**config.mk**
```make
export PLATFORM = sky130hd
export DESIGN_NAME = irq_ident
export DESIGN_NICKNAME = d
export VERILOG_FILES = /design/src/rtl/irq_ident_pkg.sv /design/src/rtl/irq_src_latch.sv /design/src/rtl/irq_prio_enc.sv /design/src/rtl/iir_freeze.sv /design/src/rtl/irq_ident.sv
export SDC_FILE = /design/constraint.sdc
export NUM_CORES = 1
export LEC_CHECK = 0
export BUFFER_PORTS_ARGS = -buffer_cell sky130_fd_sc_hd__buf_4
export CAP_MARGIN = 10
export CORE_MARGIN = 2
export CORE_UTILIZATION = 30
export CTS_CLUSTER_DIAMETER = 60
export DETAILED_ROUTE_END_ITERATION = 8
export SYNTH_ARGS = -nofsm -noshare
export SYNTH_HDL_FRONTEND = slang
export SYNTH_SLANG_ARGS = --single-unit
```
**constraint.sdc**
```tcl
create_clock -name clk_i -period 1.53 [get_ports clk_i]
set_input_delay 0.2295 -clock clk_i [delete_from_list [all_inputs] [get_ports clk_i]]
set_output_delay 0.2295 -clock clk_i [all_outputs]
set_load 0.02 [all_outputs]
```
**src/rtl/irq_ident_pkg.sv**
```systemverilog
package irq_ident_pkg;
  localparam int unsigned NUM_RANK = 5;
  // ranked slot index: higher index wins
  localparam int unsigned K_MDM  = 0;
  localparam int unsigned K_TX   = 1;
  localparam int unsigned K_TRIG = 2;
  localparam int unsigned K_TMO  = 3;
  localparam int unsigned K_LINE = 4;

  // latched source index
  localparam int unsigned NUM_LAT = 4;
  localparam int unsigned L_LINE  = 0;
  localparam int unsigned L_TMO   = 1;
  localparam int unsigned L_TX    = 2;
  localparam int unsigned L_MDM   = 3;

  typedef enum logic [2:0] {
    ID_NONE_MDM = 3'b000,
    ID_TX       = 3'b001,
    ID_TRIG     = 3'b010,
    ID_LINE     = 3'b011,
    ID_TMO      = 3'b110
  } src_id_e;

  function automatic src_id_e id_of(input int unsigned k);
    case (k)
      K_LINE:  return ID_LINE;
      K_TMO:   return ID_TMO;
      K_TRIG:  return ID_TRIG;
      K_TX:    return ID_TX;
      default: return ID_NONE_MDM;
    endcase
  endfunction
endpackage

```
**src/rtl/irq_src_latch.sv**
```systemverilog
module irq_src_latch #(
  parameter int unsigned N = 4
) (
  input  logic         clk_i,
  input  logic         rst_ni,
  input  logic [N-1:0] set_i,
  input  logic [N-1:0] clr_i,
  output logic [N-1:0] q_o
);
  for (genvar i = 0; i < N; i++) begin : g_lat
    always_ff @(posedge clk_i or negedge rst_ni) begin
      if (!rst_ni)        q_o[i] <= 1'b0;
      else if (set_i[i])  q_o[i] <= 1'b1;
      else if (clr_i[i])  q_o[i] <= 1'b0;
    end

    p_set_wins_r5: assert property (@(posedge clk_i) disable iff (!rst_ni)
      set_i[i] |=> q_o[i]);
    p_clear_r6: assert property (@(posedge clk_i) disable iff (!rst_ni)
      (clr_i[i] && !set_i[i]) |=> !q_o[i]);
  end
endmodule

```
**src/rtl/irq_prio_enc.sv**
```systemverilog
module irq_prio_enc
  import irq_ident_pkg::*;
(
  input  logic [NUM_RANK-1:0] pend_i,
  output logic [2:0]          id_o,
  output logic                none_o
);
  always_comb begin
    id_o = ID_NONE_MDM;
    for (int unsigned k = 0; k < NUM_RANK; k++)
      if (pend_i[k]) id_o = id_of(k);
    none_o = ~|pend_i;
  end

  always_comb begin
    if (pend_i[K_LINE]) p_line_top_r2: assert (id_o == ID_LINE);
    if (!pend_i[K_LINE] && pend_i[K_TMO]) p_tmo_over_trig_r2: assert (id_o == ID_TMO);
  end
endmodule

```
**src/rtl/iir_freeze.sv**
```systemverilog
module iir_freeze #(
  parameter int unsigned AW       = 3,
  parameter int unsigned DW       = 8,
  parameter int unsigned IIR_ADDR = 2
) (
  input  logic          clk_i,
  input  logic          rst_ni,
  input  logic          rd_i,
  input  logic [AW-1:0] addr_i,
  input  logic [DW-1:0] live_i,
  output logic [DW-1:0] iir_o,
  output logic          frozen_o,
  output logic          tx_ack_o
);
  localparam logic [AW-1:0] HIT_ADDR = AW'(IIR_ADDR);
  localparam logic [3:0]    TX_LOW   = 4'b0010;
  localparam logic [DW-1:0] RST_VAL  = DW'(1);

  logic          hit, hit_q;
  logic [DW-1:0] frz_q;

  assign hit = rd_i && (addr_i == HIT_ADDR);

  always_ff @(posedge clk_i or negedge rst_ni) begin
    if (!rst_ni) begin
      hit_q <= 1'b0;
      frz_q <= RST_VAL;
    end else begin
      hit_q <= hit;
      if (hit && !hit_q) frz_q <= live_i;
    end
  end

  assign frozen_o = hit && hit_q;
  assign iir_o    = frozen_o ? frz_q : live_i;
  // acknowledge on the cycle the run ends, judged on what the host saw
  assign tx_ack_o = hit_q && !hit && (frz_q[3:0] == TX_LOW);

  p_hold_r7: assert property (@(posedge clk_i) disable iff (!rst_ni)
    frozen_o |-> $stable(iir_o));
  p_ack_after_read_r8: assert property (@(posedge clk_i) disable iff (!rst_ni)
    tx_ack_o |-> $past(hit));
endmodule

```
**src/rtl/irq_ident.sv**
```systemverilog
module irq_ident
  import irq_ident_pkg::*;
#(
  parameter int unsigned AW       = 3,
  parameter int unsigned IIR_ADDR = 2
) (
  input  logic          clk_i,
  input  logic          rst_ni,
  input  logic          fifo_en_i,
  input  logic [3:0]    ien_i,
  input  logic          line_err_set_i,
  input  logic          lsr_rd_i,
  input  logic          rx_trig_i,
  input  logic          rx_tmo_set_i,
  input  logic          rx_rd_i,
  input  logic          thr_empty_set_i,
  input  logic          thr_wr_i,
  input  logic          msr_chg_set_i,
  input  logic          msr_rd_i,
  input  logic          rd_i,
  input  logic [AW-1:0] addr_i,
  output logic [7:0]    iir_o,
  output logic          irq_o
);
  localparam int unsigned EN_RX = 0;
  localparam int unsigned EN_TX = 1;
  localparam int unsigned EN_LN = 2;
  localparam int unsigned EN_MD = 3;

  logic [NUM_LAT-1:0]  lat_set, lat_clr, lat_q;
  logic [NUM_RANK-1:0] pend;
  logic [2:0]          id;
  logic                none, frozen, tx_ack;
  logic [7:0]          live;

  always_comb begin
    lat_set        = '0;
    lat_clr        = '0;
    lat_set[L_LINE] = line_err_set_i;
    lat_clr[L_LINE] = lsr_rd_i;
    lat_set[L_TMO]  = rx_tmo_set_i;
    lat_clr[L_TMO]  = rx_rd_i;
    lat_set[L_TX]   = thr_empty_set_i;
    lat_clr[L_TX]   = thr_wr_i | tx_ack;
    lat_set[L_MDM]  = msr_chg_set_i;
    lat_clr[L_MDM]  = msr_rd_i;
  end

  irq_src_latch #(.N(NUM_LAT)) i_lat (
    .clk_i (clk_i),
    .rst_ni(rst_ni),
    .set_i (lat_set),
    .clr_i (lat_clr),
    .q_o   (lat_q)
  );

  always_comb begin
    pend         = '0;
    pend[K_LINE] = lat_q[L_LINE] & ien_i[EN_LN];
    pend[K_TMO]  = lat_q[L_TMO]  & ien_i[EN_RX];
    pend[K_TRIG] = rx_trig_i     & ien_i[EN_RX];
    pend[K_TX]   = lat_q[L_TX]   & ien_i[EN_TX];
    pend[K_MDM]  = lat_q[L_MDM]  & ien_i[EN_MD];
  end

  irq_prio_enc i_enc (
    .pend_i(pend),
    .id_o  (id),
    .none_o(none)
  );

  assign live  = {{2{fifo_en_i}}, 2'b00, id, none};
  assign irq_o = ~none;

  iir_freeze #(.AW(AW), .DW(8), .IIR_ADDR(IIR_ADDR)) i_frz (
    .clk_i   (clk_i),
    .rst_ni  (rst_ni),
    .rd_i    (rd_i),
    .addr_i  (addr_i),
    .live_i  (live),
    .iir_o   (iir_o),
    .frozen_o(frozen),
    .tx_ack_o(tx_ack)
  );

  p_irq_vs_pend_r1: assert property (@(posedge clk_i) disable iff (!rst_ni)
    !frozen |-> (irq_o == !iir_o[0]));
  p_rsvd_zero_r3: assert property (@(posedge clk_i) disable iff (!rst_ni)
    iir_o[5:4] == 2'b00);
  p_fifo_pair_r3: assert property (@(posedge clk_i) disable iff (!rst_ni)
    iir_o[7] == iir_o[6]);
  p_tx_acked_r8: assert property (@(posedge clk_i) disable iff (!rst_ni)
    (tx_ack && !thr_empty_set_i) |=> !lat_q[L_TX]);
endmodule

```
======== Word level (Yosys, flattened, before mapping) ========
Index checks and enable logic that the tools add are counted.
operators by class
  divide/modulo/power cells ............... 0
  shift operators ......................... 0
  order comparisons ....................... 0
  bitwise operators ....................... 6
  eq/ne operators ......................... 2
  reductions and logical operators ........ 13
  $mul .................................... 0
  multiplexer cells ....................... 13
  $add $sub $neg .......................... 0
operators with widths
  kind                                                              count
  1-bit two-way mux                                                 9
  8-bit two-way mux                                                 1
  2-bit nonzero test                                                4
  3-bit two-way mux                                                 2
  1-bit bitwise AND                                                 5
  1-bit logical AND                                                 5
  5-bit OR reduction                                                1
  4-bit by 2-bit == test with 1-bit output (second input constant)  1
  3-bit by 2-bit == test with 1-bit output (second input constant)  1
  1-bit zero test                                                   3
  2-bit two-way mux                                                 1
  1-bit bitwise OR                                                  1
word-level totals
  word-level logic and storage cells ...... 40
  input port bits ......................... 20
  bits in read-only memories .............. 0
  latch bits .............................. 0
  register bits ........................... 10
  memories kept ........................... 0
  RAM bits ................................ 0
  output and inout port bits .............. 9

======== Longest topological paths before layout ========
Gate-level depths: netlist of the first run.
  depth in word-level cells ............... 8
  mapped depth ............................ 5
  mapped depth without buffers ............ 4

======== Hierarchy ========
A second synthesis of the first run with hierarchy kept.
unflattened totals
  cell total of the unflattened synthesis .. 57
  area total of the unflattened synthesis .. 745.7 µm²
by module, submodules not included
  module         cells an instance  instances  area an instance (µm²)
  iir_freeze     32                 1          513.0
  irq_src_latch  12                 1          145.1
  irq_ident      8                  1          45.0
  irq_prio_enc   5                  1          42.5

======== Worst setup path after synthesis of the first run ========
OpenSTA, ideal clock, no wires.
  kind .................................... input to output
  from .................................... input addr_i[2]
  to ...................................... output iir_o[7]
  cell stages on the path ................. 5
  data required time ...................... 1.300 ns
  setup slack ............................. 0.156 ns
  data arrival time ....................... 1.145 ns
  path through ............................ nand4bb_4 -> clkinv_2 -> nand2_4 -> mux2_4 -> buf_4
on the way
  longest elaborated chain between the ends .. 4
RTL lines
  element                                   line              RTL
  start, declared                           irq_ident.sv:21   input logic [AW-1:0] addr_i,
  3-bit by 2-bit == test with 1-bit output  iir_freeze.sv:22  assign hit = rd_i && (addr_i == HIT_ADDR);
  1-bit logical AND                         iir_freeze.sv:22
  via i_frz.hit                             iir_freeze.sv:19  logic hit, hit_q;
  1-bit logical AND                         iir_freeze.sv:34  assign frozen_o = hit && hit_q;
  8-bit two-way mux                         iir_freeze.sv:35  assign iir_o = frozen_o ? frz_q : live_i;
  end, declared                             irq_ident.sv:22   output logic [7:0] iir_o,
The timed path passes the listed nets, and every way through them passes these cells.

======== Worst setup path after layout of the first run ========
  from .................................... register i_lat.q_o[1]
  to ...................................... output iir_o[1]
on the way
  longest elaborated chain between the ends .. 4
RTL lines
  element                          line                 RTL
  start, declared                  irq_src_latch.sv:8   output logic [N-1:0] q_o
  start signal, assigned by index  irq_src_latch.sv:12  if (!rst_ni) q_o[i] <= 1'b0;
  start signal, assigned by index  irq_src_latch.sv:13  else if (set_i[i]) q_o[i] <= 1'b1;
  start signal, assigned by index  irq_src_latch.sv:14  else if (clr_i[i]) q_o[i] <= 1'b0;
  1-bit bitwise AND                irq_ident.sv:60      pend[K_TMO] = lat_q[L_TMO] & ien_i[EN_RX];
  3-bit two-way mux (2 in a row)   irq_prio_enc.sv:11   if (pend_i[k]) id_o = id_of(k);
  8-bit two-way mux                iir_freeze.sv:35
No other way between the ends.

==> impl_metrics.json, run 1 <==
{
  "cap_viol_max_count": 0,
  "share_of_post_route_cells_with_drive_strength_above_1": 0.6625,
  "muxShareOfSynthArea": 0.2293,
  "yosys.area_share.adder": 0,
  "cts-buffers-inserted": 3,
  "post-route-cell-area_um2": 887.1,
  "tritoncts_clock_tree": "built",
  "main_combinational_cell_family_by_area_after_synthesis": "multiplexers",
  "drt_iter0_markers": 1,
  "regToRegStartpoint": "i_frz.frz_q[3]$_DFFE_PN0P_",
  "clockRootBuffer": "clkbuf_4",
  "gr-usage-all-layers": 0.1136,
  "grt_first_pass_wirelength_mm": 1.704,
  "async_set_reset_flop_share_out_of_synthesis": 1.000,
  "placed_standard_cell_area_um2": 795.8,
  "portion_of_the_clock_cycle_consumed_by_the_worst_path_in_the_final_layout": 1.032,
  "final_cells": 105,
  "synth_top_cells_by_area": "dfrtp_1 39%, mux2_4 13%, mux2_2 9.8%",
  "dpl_worst_slack_ns": 0.04589,
  "timing.hold.worst.start": "line_err_set_i",
  "ctsLongestPathBuffers": 2,
  "layout.filler_cells": 175,
  "areal_power_density_over_the_cells_nw_per_um2": 863.8,
  "antenna_violations_before_repair": 0,
  "via_density": 4.343,
  "clock_period_minus_worst_slack_ns": 1.580,
  "cts_max_level": 1,
  "outcome": "finished with violations",
  "final_antenna_net_count": 0,
  "finalNetCount": 101,
  "antenna-diode-count": 0,
  "rrSetupSlack_ns": 0.28,
  "yosys_most_used_dff": "dfrtp_1",
  "synthSimpleGateAreaFrac": 0.1638,
  "drt_first_pass_iters": 2,
  "design.core.area_um2": 1764,
  "synth_sequential_area_ratio": 0.4389,
  "place.gp.congestion": 0.6926,
  "synth_top_area_frac": 0.3930,
  "clock-sinks": 10,
  "rows": 15,
  "grt_overflow": 0,
  "violated_checks": "setup timing",
  "number_of_cells_in_the_design_after_placement": 98,
  "route.detailed.drc": 0,
  "fp.dieW_um": 47.71,
  "max_clock_freq_mhz": 633.0,
  "insertion_delay_ns": 0.27,
  "cp_max_fo": 3,
  "synthMostInstantiatedCell": "dfrtp_1",
  "worst_ep_arrival_time_ns": 1.35,
  "synth-compound-area-share": 0.08079,
  "rr_worst_depth": 3,
  "io_buffers": 26,
  "path_clk_slew_ns": 0.06,
  "synth_edf_count": 0,
  "ios": 29,
  "synthTopCellsByCount": "9 x dfrtp_1, 5 x inv_1, 5 x mux2_2, 5 x mux2_4, 4 x nand2_1",
  "synth-warning-count": 0,
  "first_global_vias": 431,
  "synthesis.area_per_instance_um2": 12.19,
  "slew_violations": 0,
  "setup_slack_after_layout_ns": -0.04972,
  "crit_start": "i_lat.q_o[1]$_DFFE_PN0P_",
  "avg_wl_per_cell_um": 11.03,
  "multiInputGateArea_um2": 290.3,
  "report.final.hold_viol_count": 0,
  "finalClockSkew_ns": 0.005380,
  "hold_path_depth": 2,
  "hold_crit_class": "primary input to flip-flop",
  "start_to_end_type_of_the_worst_setup_path": "flip-flop to primary output",
  "timing.critical_path.from_type": "flip-flop",
  "start_util": 0.3248,
  "design.die.area_um2": 2276,
  "mappedNetlistArea_um2": 573.1,
  "power.ir.vdd_worst_mv": 0.5818,
  "endpoint_kind": "primary output",
  "unrepaired_setup_endpoints_after_global_routing": "yes",
  "yosys.cell_types.count": 20,
  "number_of_cells_produced_by_synthesis": 47,
  "hold_end": "i_lat.q_o[0]$_DFFE_PN0P_",
  "postRouteWirelength_mm": 1.158,
  "area_growth_from_synthesis_to_layout_pct": 54.80,
  "die_height_um": 47.71,
  "finalPower_mw": 0.7663,
  "required_ns": 1.30,
  "reg2reg_to": "i_lat.q_o[2]$_DFFE_PN0P_",
  "timing.final.setup_violations": 6,
  "layout.area.seq_um2": 251.5,
  "finalHoldWorstSlack_ns": 0.1403,
  "grt_start_max_net_pins": 11,
  "synth_top_area_cell": "dfrtp_1",
  "cellLeakagePower_nw": 0.4655,
  "synth_xor_area_frac": 0,
  "dp_hpwl_um": 922.2,
  "route.vias.total": 456,
  "synth.ff_latch_count": 10
}
-- timing repair --
item,in CTS,in global routing
hold endpoints to repair,10,0
pin swaps,3,0
endpoints found under the setup margin,7,7
buffers inserted,0,2
hold buffers,1,0
gates resized for setup,4,5
-- sequential cells by signal (all words and copies together), names as in the netlist --
| signal | flops |
|---|---|
| i_lat.q_o | 4 |
| i_frz.hit_q | 1 |
| i_frz.frz_q | 5 |
-- how the worst max path moves through the flow --
stage,end,slack (ns),cells after the start
CTS,iir_o[1],-0.07,4
floorplan,iir_o[7],0.16,5
global placement,iir_o[6],0.11,6
detailed placement,iir_o[0],0.05,4
global route,iir_o[1],-0.11,4
finish,iir_o[1],-0.05,4
-- cell type report --
cell class,instances,share of cell area
Tap cell,25,0.03526
Inverter,6,0.02680
Timing Repair Buffer,31,0.2863
Sequential cell,10,0.2835
Multi-Input combinational cell,29,0.3272
Clock buffer,4,0.04090
-- per-layer routing --
layer | vias up | global-route usage | part of all wire | wire (µm)
li1 | 223 | - | - | -
met4 | 0 | 0.03243 | 0.0060 | 7
met1 | 206 | 0.1259 | 0.41 | 479
met2 | 25 | 0.1840 | 0.50 | 575
met5 | - | 0 | 0 | 0
met3 | 2 | 0.06792 | 0.082 | 95
-- kinds of logic after synthesis --
kind of cell,after synthesis
simple gates,11
mux,10
flops,10
buf+inv,9
compound gates,6
other cells,1
-- power breakdown --
part / switching, mW / internal (mW) / leakage, nW
clock: 0.0948 / 0.145 / 0.0210
sequential: 0.0270 / 0.305 / 0.116
combinational: 0.0725 / 0.122 / 0.328
total: 0.194 / 0.572 / 0.465
-- through the flow --
stage,setup TNS [ns],utilization
final,-0.1649,0.5028
after CTS,-0.3368,0.4837
after floorplan,0,-
after global routing,-0.5253,0.5028
after detailed placement,0,0.4511
after global placement,0,0.4511
-- worst max-delay path, stage by stage (launching register included) --
cell and delay (ns):
dfrtp_1 0.37, o21ai_2 0.08, a32o_1 0.25, mux2_4 0.26
buf_6 0.13
-- placed cells by master, fill, tap and decap left out, drive strengths merged --
| cell type | n |
|---|---|
| and4 | 1 |
| nand4bb | 1 |
| and3 | 1 |
| mux2 | 10 |
| clkbuf | 4 |
| buf | 30 |
| o21ai | 1 |
| dfrtp | 9 |
| a21o | 3 |
| inv | 5 |
| clkinv | 1 |
| dfstp | 1 |
| nor2 | 1 |
| nor4b | 1 |
| a31o | 1 |
| nand3 | 1 |
| nand2 | 5 |
| conb | 2 |
| a32o | 1 |
| dlygate4sd3 | 1 |
Note: power is estimated with default switching activity, not from simulation.
==> inputs of run 2 (changes only) <==
Settings changed: CTS_BUF_LIST set to sky130_fd_sc_hd__clkbuf_8.
==> run 2 against run 1 <==
Compared with the run above:
- clock skew fell by 0.0031 ns
- die area did not move
- combinational power barely moved
- final cell count did not move
- clock power rose by 38%
- power rose by 11%
- design area rose by 1.6%
- routed wire length fell by 1.6%
- the flow still finishes with violations (setup timing)
- via count fell by 0.22%
- critical path type unchanged
- sequential power barely moved
==> impl_metrics.json, run 2 (same netlist as run 1, synthesis figures left out) <==
{
  "cp_max_fo": 3,
  "unrepaired_setup_endpoints_after_global_routing": "yes",
  "setup_slack_after_layout_ns": -0.01263,
  "drt_iter0_markers": 2,
  "avg_wl_per_cell_um": 10.85,
  "grt_overflow": 0,
  "die_height_um": 47.71,
  "cts-buffers-inserted": 3,
  "clock_period_minus_worst_slack_ns": 1.543,
  "violated_checks": "setup timing",
  "grt_first_pass_wirelength_mm": 1.731,
  "design.core.area_um2": 1764,
  "postRouteWirelength_mm": 1.139,
  "worst-path-buf-inv": 1,
  "gr-usage-all-layers": 0.1159,
  "via_density": 4.333,
  "worst_ep_arrival_time_ns": 1.31,
  "io_buffers": 26,
  "critPathSlowestCell": "dfrtp_1",
  "path_clk_slew_ns": 0.05,
  "share_of_post_route_cells_with_drive_strength_above_1": 0.6750,
  "finalClockSkew_ns": 0.002308,
  "endpoint_kind": "primary output",
  "report.final.hold_viol_count": 0,
  "route.detailed.drc": 0,
  "insertion_delay_ns": 0.23,
  "cell_by_cell_trace_of_the_critical_path": "o21ai_2 -> a32o_1 -> mux2_4 -> buf_6",
  "max_clock_freq_mhz": 648.2,
  "cap_viol_max_count": 0,
  "clock-sinks": 10,
  "grt_start_max_net_pins": 11,
  "finalNetCount": 101,
  "post-route-cell-area_um2": 900.9,
  "antenna_violations_before_repair": 0,
  "cellLeakagePower_nw": 0.4710,
  "fp.dieW_um": 47.71,
  "clockRootBuffer": "clkbuf_8",
  "antenna-diode-count": 0,
  "timing.critical_path.slowest_cell_delay_ns": 0.36,
  "start_to_end_type_of_the_worst_setup_path": "flip-flop to primary output",
  "route.vias.total": 455,
  "slew_violations": 0,
  "outcome": "finished with violations",
  "design.die.area_um2": 2276,
  "first_global_vias": 438,
  "timing.critical_path.from_type": "flip-flop",
  "final_antenna_net_count": 0,
  "power.ir.vdd_worst_mv": 0.8111,
  "leading_registers_by_flop_count": "i_frz.frz_q x5, i_lat.q_o x4, i_frz.hit_q x1",
  "rows": 15,
  "hold_crit_class": "primary input to flip-flop",
  "place.gp.congestion": 0.6926,
  "portion_of_the_clock_cycle_consumed_by_the_worst_path_in_the_final_layout": 1.008,
  "layout.filler_cells": 175,
  "timing.final.setup_violations": 1,
  "drt_first_pass_iters": 2,
  "cts_max_level": 1,
  "final_cell_mix": "27 x buf_4, 9 x dfrtp_1, 5 x mux2_4, 5 x inv_1, 5 x mux2_2",
  "register_bank_with_the_most_flops": "i_frz.frz_q",
  "tritoncts_clock_tree": "built",
  "placed_standard_cell_area_um2": 795.8,
  "areal_power_density_over_the_cells_nw_per_um2": 947.8,
  "ios": 29,
  "flip_flop_count_of_the_largest_register_after_layout": 5,
  "ctsLongestPathBuffers": 2,
  "final_util": 0.5106,
  "final_common_cell": "buf_4",
  "area_growth_from_synthesis_to_layout_pct": 57.21,
  "required_ns": 1.30,
  "critPathTopFamily": "flip-flops",
  "start_util": 0.3248,
  "dp_hpwl_um": 922.2
}
[run 2: per-stage QoR]
stage	setup TNS [ns]	hold WS [ns]	std cells	total power, mW	setup WS, ns
after floorplan	0	-0.06609	48	0.4330	0.1555
after global placement	0	0.06848	98	0.5068	0.1090
after detailed placement	0	0.06640	98	0.5114	0.04589
after CTS	-0.06670	0.1688	104	0.8582	-0.02496
after global routing	-0.2493	0.1736	105	0.9025	-0.06742
final	-0.01263	0.1729	105	0.8538	-0.01263
[run 2: worst reg2reg max path, delay by kind of cell (launching register included)]
family | cells | cell delay, ns
compound gates | 1 | 0.26
flops | 1 | 0.39
simple gates | 2 | 0.47
[run 2: final cells by class]
cell class                 count  area, µm²  share of cell area
sequential                    10      251.5              0.2792
clock buffer                   4      55.05             0.06111
tap                           25      31.28             0.03472
inverter                       6      23.77             0.02639
timing repair buffer          31      246.5              0.2736
multi-input combinational     29      292.8              0.3250
[run 2: final timing paths]
check	from	to	slack, ns	cells after the start
setup / recovery	i_lat.q_o[1]$_DFFE_PN0P_	iir_o[1]	-0.01	4
hold / removal	line_err_set_i	i_lat.q_o[0]$_DFFE_PN0P_	0.17	2
setup reg to reg	i_frz.frz_q[3]$_DFFE_PN0P_	i_lat.q_o[2]$_DFFE_PN0P_	0.29	3
hold reg to reg	i_lat.q_o[3]$_DFFE_PN0P_	i_lat.q_o[3]$_DFFE_PN0P_	0.49	1
max in group asynchronous	rst_ni	i_frz.frz_q[0]$_DFFE_PN1P_	0.96	2
min in group asynchronous	rst_ni	i_frz.frz_q[1]$_DFFE_PN0P_	0.35	2
[run 2: metal layers]
| metal | routed length, µm | global-route usage | part of all wire |
|---|---|---|---|
| met4 | 0 | 0.03243 | 0 |
| met2 | 576 | 0.1920 | 0.51 |
| met5 | 0 | 0 | 0 |
| met1 | 470 | 0.1259 | 0.41 |
| met3 | 92 | 0.06792 | 0.081 |
[run 2: what timing repair did]
item	CTS	global route
pin swaps	3	0
gates cloned	0	0
buffers inserted	1	1
resized for setup	5	3
endpoints found under the hold margin	9	0
endpoints found under the setup margin	7	6
hold buffers	1	0
[run 2: report_power, final]
group / internal [mW] / leakage (nW) / switching (mW)
sequential: 0.306 / 0.116 / 0.0272
clock: 0.226 / 0.0288 / 0.102
combinational: 0.120 / 0.326 / 0.0718
